==> src/rtl/pairdiv_pkg.sv <==
package pairdiv_pkg;
  typedef enum logic [1:0] {
    ST_IDLE = 2'd0,
    ST_RUN  = 2'd1,
    ST_WB   = 2'd2
  } div_state_e;
endpackage

==> src/rtl/pairdiv_step.sv <==
// One restoring radix-2 step: shift in the next dividend bit, trial-subtract.
module pairdiv_step #(
  parameter int WORD_W = 16
) (
  input  logic [WORD_W-1:0]   rem_in,
  input  logic [2*WORD_W-1:0] dq_in,
  input  logic [WORD_W-1:0]   dsr,
  output logic [WORD_W-1:0]   rem_out,
  output logic [2*WORD_W-1:0] dq_out
);
  localparam int DW = 2 * WORD_W;

  logic [WORD_W:0]   shifted;
  logic [WORD_W+1:0] trial;
  logic              take;

  always_comb begin
    shifted = {rem_in, dq_in[DW-1]};
    trial   = {1'b0, shifted} - {2'b00, dsr};
    take    = ~trial[WORD_W+1];
    rem_out = take ? trial[WORD_W-1:0] : shifted[WORD_W-1:0];
    dq_out  = {dq_in[DW-2:0], take};
  end
endmodule

==> src/rtl/pairdiv_ctrl.sv <==
// Sequencer: idle -> run (one step per cycle) -> write-back.
module pairdiv_ctrl
  import pairdiv_pkg::*;
#(
  parameter int WORD_W = 16
) (
  input  logic clk,
  input  logic rst,
  input  logic start,
  input  logic dsr_zero,
  output logic load,
  output logic step,
  output logic wb,
  output logic busy,
  output logic done,
  output logic err,
  output logic brk
);
  localparam int DIV_STEPS = 2 * WORD_W;
  localparam int CNT_W     = $clog2(DIV_STEPS);
  localparam logic [CNT_W-1:0] LAST_STEP = CNT_W'(DIV_STEPS - 1);

  div_state_e       st_q;
  logic [CNT_W-1:0] cnt_q;

  assign load = (st_q == ST_IDLE) && start && !dsr_zero;
  assign step = (st_q == ST_RUN);
  assign wb   = (st_q == ST_WB);

  always_ff @(posedge clk) begin
    if (rst) begin
      st_q  <= ST_IDLE;
      cnt_q <= '0;
      busy  <= 1'b0;
      done  <= 1'b0;
      err   <= 1'b0;
      brk   <= 1'b0;
    end else begin
      done <= 1'b0;
      unique case (st_q)
        ST_IDLE: begin
          if (start) begin
            if (dsr_zero) begin
              done <= 1'b1;
              err  <= 1'b1;
              brk  <= 1'b1;
            end else begin
              st_q  <= ST_RUN;
              cnt_q <= '0;
              busy  <= 1'b1;
            end
          end
        end
        ST_RUN: begin
          cnt_q <= cnt_q + 1'b1;
          if (cnt_q == LAST_STEP) st_q <= ST_WB;
        end
        ST_WB: begin
          st_q <= ST_IDLE;
          busy <= 1'b0;
          done <= 1'b1;
        end
        default: st_q <= ST_IDLE;
      endcase
    end
  end
endmodule

==> src/rtl/pairdiv_datapath.sv <==
// Partial remainder, shifting dividend/quotient and captured divisor.
module pairdiv_datapath #(
  parameter int WORD_W = 16
) (
  input  logic              clk,
  input  logic              rst,
  input  logic              load,
  input  logic              step,
  input  logic [WORD_W-1:0] hi_in,
  input  logic [WORD_W-1:0] lo_in,
  input  logic [WORD_W-1:0] divisor,
  output logic [WORD_W-1:0] quo_lo,
  output logic [WORD_W-1:0] rem
);
  localparam int DW = 2 * WORD_W;

  logic [WORD_W-1:0] rem_q, rem_n, dsr_q;
  logic [DW-1:0]     dq_q, dq_n;

  pairdiv_step #(.WORD_W(WORD_W)) u_step (
    .rem_in (rem_q),
    .dq_in  (dq_q),
    .dsr    (dsr_q),
    .rem_out(rem_n),
    .dq_out (dq_n)
  );

  always_ff @(posedge clk) begin
    if (rst) begin
      rem_q <= '0;
      dq_q  <= '0;
      dsr_q <= '0;
    end else if (load) begin
      rem_q <= '0;
      dq_q  <= {hi_in, lo_in};
      dsr_q <= divisor;
    end else if (step) begin
      rem_q <= rem_n;
      dq_q  <= dq_n;
    end
  end

  assign quo_lo = dq_q[WORD_W-1:0];
  assign rem    = rem_q;
endmodule

==> src/rtl/pairdiv_regpair.sv <==
// The Y:A register pair with host write ports and divider write-back.
module pairdiv_regpair #(
  parameter int WORD_W = 16
) (
  input  logic              clk,
  input  logic              rst,
  input  logic              wr_block,
  input  logic              wr_hi_en,
  input  logic [WORD_W-1:0] wr_hi_data,
  input  logic              wr_lo_en,
  input  logic [WORD_W-1:0] wr_lo_data,
  input  logic              wb,
  input  logic [WORD_W-1:0] wb_hi,
  input  logic [WORD_W-1:0] wb_lo,
  output logic [WORD_W-1:0] hi_q,
  output logic [WORD_W-1:0] lo_q
);
  always_ff @(posedge clk) begin
    if (rst) begin
      hi_q <= '0;
      lo_q <= '0;
    end else if (wb) begin
      hi_q <= wb_hi;
      lo_q <= wb_lo;
    end else if (!wr_block) begin
      if (wr_hi_en) hi_q <= wr_hi_data;
      if (wr_lo_en) lo_q <= wr_lo_data;
    end
  end
endmodule

==> src/rtl/pairdiv_core.sv <==
module pairdiv_core #(
  parameter int WORD_W = 16
) (
  input  logic              clk,
  input  logic              rst,
  input  logic              wr_hi_en,
  input  logic [WORD_W-1:0] wr_hi_data,
  input  logic              wr_lo_en,
  input  logic [WORD_W-1:0] wr_lo_data,
  input  logic              start,
  input  logic [WORD_W-1:0] divisor,
  output logic [WORD_W-1:0] hi_word,
  output logic [WORD_W-1:0] lo_word,
  output logic              busy,
  output logic              done,
  output logic              err_flag,
  output logic              brk_flag
);
  logic              load, step, wb;
  logic [WORD_W-1:0] quo_lo, rem;

  pairdiv_ctrl #(.WORD_W(WORD_W)) u_ctrl (
    .clk     (clk),
    .rst     (rst),
    .start   (start),
    .dsr_zero(divisor == '0),
    .load    (load),
    .step    (step),
    .wb      (wb),
    .busy    (busy),
    .done    (done),
    .err     (err_flag),
    .brk     (brk_flag)
  );

  pairdiv_datapath #(.WORD_W(WORD_W)) u_dp (
    .clk    (clk),
    .rst    (rst),
    .load   (load),
    .step   (step),
    .hi_in  (hi_word),
    .lo_in  (lo_word),
    .divisor(divisor),
    .quo_lo (quo_lo),
    .rem    (rem)
  );

  pairdiv_regpair #(.WORD_W(WORD_W)) u_regs (
    .clk       (clk),
    .rst       (rst),
    .wr_block  (busy | start),
    .wr_hi_en  (wr_hi_en),
    .wr_hi_data(wr_hi_data),
    .wr_lo_en  (wr_lo_en),
    .wr_lo_data(wr_lo_data),
    .wb        (wb),
    .wb_hi     (rem),
    .wb_lo     (quo_lo),
    .hi_q      (hi_word),
    .lo_q      (lo_word)
  );
endmodule

==> config.mk <==
export PLATFORM = sky130hd
export DESIGN_NAME = pairdiv_core
export DESIGN_NICKNAME = d
export VERILOG_FILES = /design/src/rtl/pairdiv_pkg.sv /design/src/rtl/pairdiv_step.sv /design/src/rtl/pairdiv_ctrl.sv /design/src/rtl/pairdiv_datapath.sv /design/src/rtl/pairdiv_regpair.sv /design/src/rtl/pairdiv_core.sv
export SDC_FILE = /design/constraint.sdc
export NUM_CORES = 1
export LEC_CHECK = 0
export ABC_CLOCK_PERIOD_IN_PS = 3580
export BUFFER_PORTS_ARGS = -buffer_cell sky130_fd_sc_hd__buf_2
export CAP_MARGIN = 20
export CORE_MARGIN = 2
export CORE_UTILIZATION = 35
export DETAILED_ROUTE_END_ITERATION = 10
export GPL_TIMING_DRIVEN = 0
export PLACE_DENSITY = 0.61
export SETUP_SLACK_MARGIN = 0.5
export SLEW_MARGIN = 20
export SYNTH_ARGS = -nofsm -noshare
export SYNTH_HDL_FRONTEND = slang
export SYNTH_HIERARCHICAL = 1
export SYNTH_SLANG_ARGS = --single-unit
==> constraint.sdc <==
create_clock -name clk -period 3.58 [get_ports clk]
set_clock_uncertainty 0.15 [all_clocks]
set_input_delay 0.716 -clock clk [delete_from_list [all_inputs] [get_ports clk]]
set_output_delay 0.716 -clock clk [all_outputs]
set_load 0.03 [all_outputs]
Word-level counts from Yosys, hierarchy flattened
Index checks and enable logic that the tools add are counted.
Word-level totals
  word-level logic and storage cells: 60
  memories kept: 0
  flip-flop bits (word level): 106
  latch bits: 0
  input port bits: 53
  bits in writable memories: 0
  output and inout port bits: 36
  bits in read-only memories: 0
Operators by class
  reductions and logical operators: 17
  magnitude comparators: 0
  bitwise gates (word level): 2
  multiplexer cells: 22
  multipliers: 0
  divide/modulo/power cells: 0
  equal/unequal tests: 7
  shift-type cells: 0
  add/sub/neg operators: 2
Operator list (number)
  $mux W16: 7
  $mux W32: 2
  $sub A17 B16 Y18: 1
  $logic_not A16 Y1: 1
  $reduce_and A3 Y1: 4
  $mux W5: 2
  $pmux W5 S2: 1
  $reduce_bool A2 Y1: 5
  $mux W2: 3
  $ne A2 B2 Y1 const B: 3
  $add A5 B1 Y5 const B: 1
  $eq A5 B5 Y1 const B: 1
  $mux W1: 4
  $pmux W1 S2: 2
  $pmux W2 S2: 1
  $reduce_and A2 Y1: 2
  $eq A2 B1 Y1 const B: 1
  $eq A2 B2 Y1 const B: 1
  $logic_and A1 B1 Y1: 2
  $logic_not A2 Y1: 1
  $ne A2 B1 Y1 const B: 1
  $reduce_or A2 Y1: 1
  $logic_not A1 Y1: 1
  $not A1 Y1: 1
  $or A1 B1 Y1: 1

Longest topological paths before layout
  depth after elaboration: 4
  mapped depth: 13
  mapped depth without buffers: 12

By module
The synthesis kept the hierarchy.
Modules (own cells, without submodules)
  pairdiv_datapath: sequential area each 1281.2 um2, instances 1, area an instance 2747.6 um2, cells each 263
  pairdiv_regpair: sequential area each 640.6 um2, instances 1, area an instance 1873.0 um2, cells each 186
  pairdiv_step: sequential area each 0.0 um2, instances 1, area an instance 1365.1 um2, cells each 196
  pairdiv_ctrl: sequential area each 200.2 um2, instances 1, area an instance 486.7 um2, cells each 54
  pairdiv_core: sequential area each 0.0 um2, instances 1, area an instance 40.0 um2, cells each 6

Worst setup path after synthesis
Ideal clock, no wire load.
  path kind: register to register
  from: register u_dp.dq_q[31]
  to: register u_dp.rem_q[10], in the netlist u_dp/rem[10]
  data arrival time: 2315 ps
  setup slack: 998 ps
  path buffers: 0
  period minus slack after synthesis: 2582 ps
  required time: 3313 ps
  cell stages (with the launch flop): 13
  cells stage by stage: dfxtp_1 -> inv_1 -> ha_1 -> inv_1 -> fa_1 -> a211oi_1 -> o211ai_1 -> a31o_2 -> a21oi_1 -> xnor2_1 -> mux2_4 -> mux2i_1 -> nor2_1
Between the ends
  longest elaborated chain between the ends: 2
Ends and longest elaborated chain
  start: declaration: RTL line pairdiv_datapath.sv:18  | logic [DW-1:0] dq_q, dq_n;
  start signal: assignment: RTL line pairdiv_datapath.sv:35  | dq_q <= {hi_in, lo_in};
  start signal: assignment: RTL line pairdiv_datapath.sv:39  | dq_q <= dq_n;
  $sub A17 B16 Y18: RTL line pairdiv_step.sv:19  | trial = {1'b0, shifted} - {2'b00, dsr};
  $mux W16: RTL line pairdiv_step.sv:21  | rem_out = take ? trial[WORD_W-1:0] : shifted[WORD_W-1:0];
  named net u_dp.rem_n[10]: RTL line pairdiv_datapath.sv:17  | logic [WORD_W-1:0] rem_q, rem_n, dsr_q;
  end signal: assignment: RTL line pairdiv_datapath.sv:38  | rem_q <= rem_n;
  end: declaration: RTL line pairdiv_datapath.sv:17
The timed path passes the listed nets, and every way through them passes these cells.
A chain may end at the register's enable or synchronous reset.

Final worst setup path
  from: register u_dp.dsr_q[5]
  to: register u_dp.rem_q[11], in the netlist u_dp/rem[11]
Between the ends
  longest elaborated chain between the ends: 2
Ends and longest elaborated chain
  start: declaration: RTL line pairdiv_datapath.sv:17
  start signal: assignment: RTL line pairdiv_datapath.sv:36  | dsr_q <= divisor;
  $sub A17 B16 Y18: RTL line pairdiv_step.sv:19
  $mux W16: RTL line pairdiv_step.sv:21
  named net u_dp.rem_n[11]: RTL line pairdiv_datapath.sv:17
The timed path passes the listed nets, and every way through them passes these cells.

==> results.sh <==
export IMPL_run_status="completed"
export IMPL_clock_latency_ps=350
export IMPL_vias=5291
export IMPL_place_congestion=0.828
export IMPL_seq_area_um2=2120
export IMPL_leakage_nw=3.13
export IMPL_port_buffers=88
export IMPL_die_area_um2=19700
export IMPL_tightest_slew_ps=929
export IMPL_nNetsFinal=879
export IMPL_fin_total_pwr_mw=3.22
export IMPL_drt_initial_drc_count=298
export IMPL_synth_top_cells_by_area="dfxtp_1 (33%), mux2i_1 (10%), a2111oi_2 (7.4%)"
export IMPL_route_detailed_drc=0
export IMPL_ys_seq_area_share_pct=32.6
export IMPL_r2r_start="u_dp/dsr_q[5]"
export IMPL_yosysTopAreaCellShare_pct=32.6
export IMPL_fin_tns_setup_ps=0
export IMPL_synth_fp_nets=777
export IMPL_timing_hold_ws_ps=335
export IMPL_grt_overflow_total=0
export IMPL_rows=49
export IMPL_cp_arrival_ps=3020
export IMPL_yosys_warnings=6
export IMPL_path_max_fanout=10
export IMPL_cpPeakStageDelay_ps=370
export IMPL_crit_type="flip-flop to flip-flop"
export IMPL_coreArea_um2=18100
export IMPL_syn_area_um2=6510
export IMPL_reg2reg_depth=12
export IMPL_synth_edff_count=0
export IMPL_rrSetupSlack_ps=650
export IMPL_regToRegEndpoint="u_dp/rem[11]"
export IMPL_n_antenna_cell=0
export IMPL_fin_crit_sh_pct=81.8
export IMPL_min_to="u_ctrl/cnt_q[4]"
export IMPL_start_util_pct=36.0
export IMPL_rsz0062_at_grt="false"
export IMPL_ctsHoldBuffers=0
export IMPL_async_flop_share_pct=0
export IMPL_grt_usage_pct=17.2
export IMPL_fillCellCount=1803
export IMPL_drt_first_pass_iters=4
export IMPL_area_delta_synth_final_pct=16.0
export IMPL_period_minus_slack_ps=2930
export IMPL_cp_common_cell="buf_6"
export IMPL_antenna_found_initial=0
export IMPL_dp_cells=1022
export IMPL_ys_seq_elements=106
export IMPL_hold_path_depth=2
export IMPL_final_util_pct=41.8
export IMPL_slew_headroom_pct=38.0
export IMPL_io_pins=89
export IMPL_powerDensity_nw_per_um2=427
export IMPL_cts_clk_slew_worst_paths_ps=80
export IMPL_clock_path_buffers=2
export IMPL_syn_area_per_cell_um2=9.24
export IMPL_worstHoldPathType="flip-flop to flip-flop"
export IMPL_cap_violations=0
export IMPL_peakVddDrop_mv=0.242
export IMPL_netlist_cell_type_count=61
export IMPL_wl_um=17000
export IMPL_slew_violations=0
export IMPL_worstPathRequired_ps=3670
export IMPL_path_cells="inv_1 -> ha_1 -> and4_1 -> and2b_1 -> a31oi_2 -> o2111a_2 -> or2_1 -> buf_6 -> buf_6 -> mux2_4 -> mux2i_1 -> nor2_1"
export IMPL_synthFlopType="dfxtp_1"
export IMPL_max_clock_freq_mhz=342
export IMPL_endpoint_kind="flip-flop"
export IMPL_grt_pass1_vias=4968
export IMPL_multi_input_area_um2=3440
export IMPL_wl_per_cell_um=16.3
export IMPL_drive_gt1_share_pct=33.3
export IMPL_hold_viol_final=0
export IMPL_die_x_um=140
export IMPL_h_tree_depth=3
export IMPL_cts_tree="done"
export IMPL_clock_sinks=106
export IMPL_yosysTopAreaCell="dfxtp_1"
export IMPL_worst_path_max_delay_cell="dfxtp_1"
export IMPL_finalNonFillerCells=1040
export IMPL_antenna_left=0
export IMPL_drt_vias_per_instance=5.09
export IMPL_cts_buffers=9
export IMPL_cts_root_buf="clkbuf_16"
export IMPL_min_from="u_ctrl/cnt_q[4]"
export IMPL_grt_max_degree=19
export IMPL_grt_first_pass_wirelength_um=26900
export IMPL_die_h_um=140
export IMPL_finalSetupViolCount=0
export IMPL_critPathLaunchType="flip-flop"
export IMPL_hpwl_um=12800
export IMPL_synth_cells=705
==> metrics by stage <==
stage | setup WS (ps) | cell area (um2)
2_1_floorplan | 998 | 6510
3_3_place_gp | 488 | 7240
3_5_place_dp | 468 | 7240
4_1_cts | 651 | 7520
5_1_grt | 486 | 7560
6_report | 653 | 7560
==> how the worst max path moves through the flow <==
| stage | endpoint | slack [ps] | depth (start not counted) | start |
|---|---|---|---|---|
| after CTS | u_dp/rem[11] | 650 | 12 | u_dp/dsr_q[5] |
| after global placement | u_dp/dsr_q[13] | 490 | 9 | divisor[0] |
| after floorplan | u_dp/rem[10] | 1000 | 12 | u_dp/dq_q[31] |
| after global routing | u_dp/rem[10] | 490 | 12 | u_dp/dsr_q[5] |
| final | u_dp/rem[11] | 650 | 12 | u_dp/dsr_q[5] |
| after detailed placement | u_dp/dsr_q[12] | 470 | 9 | divisor[0] |
==> state kept, by name, indices dropped and copies added, names as in the netlist, 2 cells and up <==
name / flops
u_dp/rem: 16
u_dp/dq_q: 32
u_ctrl/st_q: 2
u_dp/dsr_q: 16
u_regs/lo_q: 16
u_ctrl/cnt_q: 5
u_regs/hi_q: 16
==> routing by layer <==
| metal | share of wire [%] | vias to the layer above | wire (um) | global-route usage [%] |
|---|---|---|---|---|
| li1 | - | 2665 | - | - |
| met1 | 50 | 2502 | 8420 | 24.7 |
| met2 | 44 | 108 | 7530 | 26.7 |
| met3 | 4.5 | 16 | 770 | 2.50 |
| met4 | 1.5 | 0 | 259 | 5.05 |
| met5 | 0 | - | 0 | 0 |
==> report_power, final <==
| group | internal, mW | switching, mW | total (mW) |
|---|---|---|---|
| clock | 0.479 | 0.490 | 0.969 |
| sequential | 1.26 | 0.0677 | 1.33 |
| combinational | 0.451 | 0.479 | 0.930 |
==> cell families (layout without fill, tap and decap cells) <==
group | Yosys count | after routing | synth area share [%]
xor gates and xnor gates | 8 | 8 | 1.08
buffers and inverters | 161 | 267 | 14.9
DFF | 106 | 106 | 32.6
AOI/OAI and AO/OA | 131 | 131 | 17.8
muxes | 76 | 76 | 12.0
and+or+nand+nor | 204 | 204 | 17.8
adders and majority gates | 19 | 19 | 3.77
==> area by class of cell <==
class                      instances  share of cell area [%]
buffer                            98                    9.74
clock buffer                       9                    2.98
clock inverter                     6                   0.679
inverter                          63                    3.13
multi-input combinational        438                    45.5
sequential                       106                    28.1
tap                              229                    3.79
timing repair buffer              91                    6.13
==> repair_timing <==
item                                    CTS  global route
endpoints found under the setup margin    0             2
gates resized for setup                   0             3
setup buffers                             0             3
endpoints found under the hold margin     0             0
==> cell usage in the layout, fill, tap and decap left out, drive strengths merged, types with 2 or more instances in the layout <==
cell | Yosys | final
buf | 90 | 181
dfxtp | 106 | 106
nor3 | 75 | 75
mux2i | 66 | 66
inv | 63 | 65
nor2 | 48 | 48
nor2b | 35 | 35
a211oi | 35 | 35
a2111oi | 32 | 32
a21oi | 19 | 19
ha | 18 | 18
o21ai | 17 | 17
clkbuf | 8 | 17
nand2b | 11 | 11
mux2 | 10 | 10
nand2 | 7 | 7
xnor2 | 7 | 7
nor4 | 5 | 5
and3 | 4 | 4
nand3 | 4 | 4
o31ai | 4 | 4
clkinv | 0 | 4
or3 | 3 | 3
o21a | 3 | 3
or2 | 3 | 3
a31oi | 3 | 3
and4 | 2 | 2
nand3b | 2 | 2
a41oi | 2 | 2
a21o | 2 | 2
a31o | 2 | 2
o311ai | 2 | 2
==> critical path: cells and delay by family, from the launching register on <==
family	cells	cell delay [ps]
flops	1	370
fa+ha+maj	1	340
compound gates	2	490
mux	2	440
buf+inv	3	380
simple gates	4	640
==> synthesized netlist by cell type (3+ instances only) <==
cell type / instances
dfxtp_1: 106
mux2i_1: 66
buf_4: 62
inv_1: 62
nor3_1: 55
nor2_1: 48
a211oi_1: 35
nor2b_1: 34
a2111oi_2: 32
nor3_2: 20
a21oi_1: 18
ha_1: 18
o21ai_0: 17
buf_2: 14
nand2b_1: 11
buf_6: 7
mux2_2: 7
nand2_1: 7
xnor2_1: 7
clkbuf_1: 6
nor4_1: 5
and3_1: 4
nand3_1: 4
o31ai_1: 4
a31oi_1: 3
buf_1: 3
buf_12: 3
mux2_4: 3
o21a_1: 3
or3_1: 3
Power figures use the tool's default switching activity.
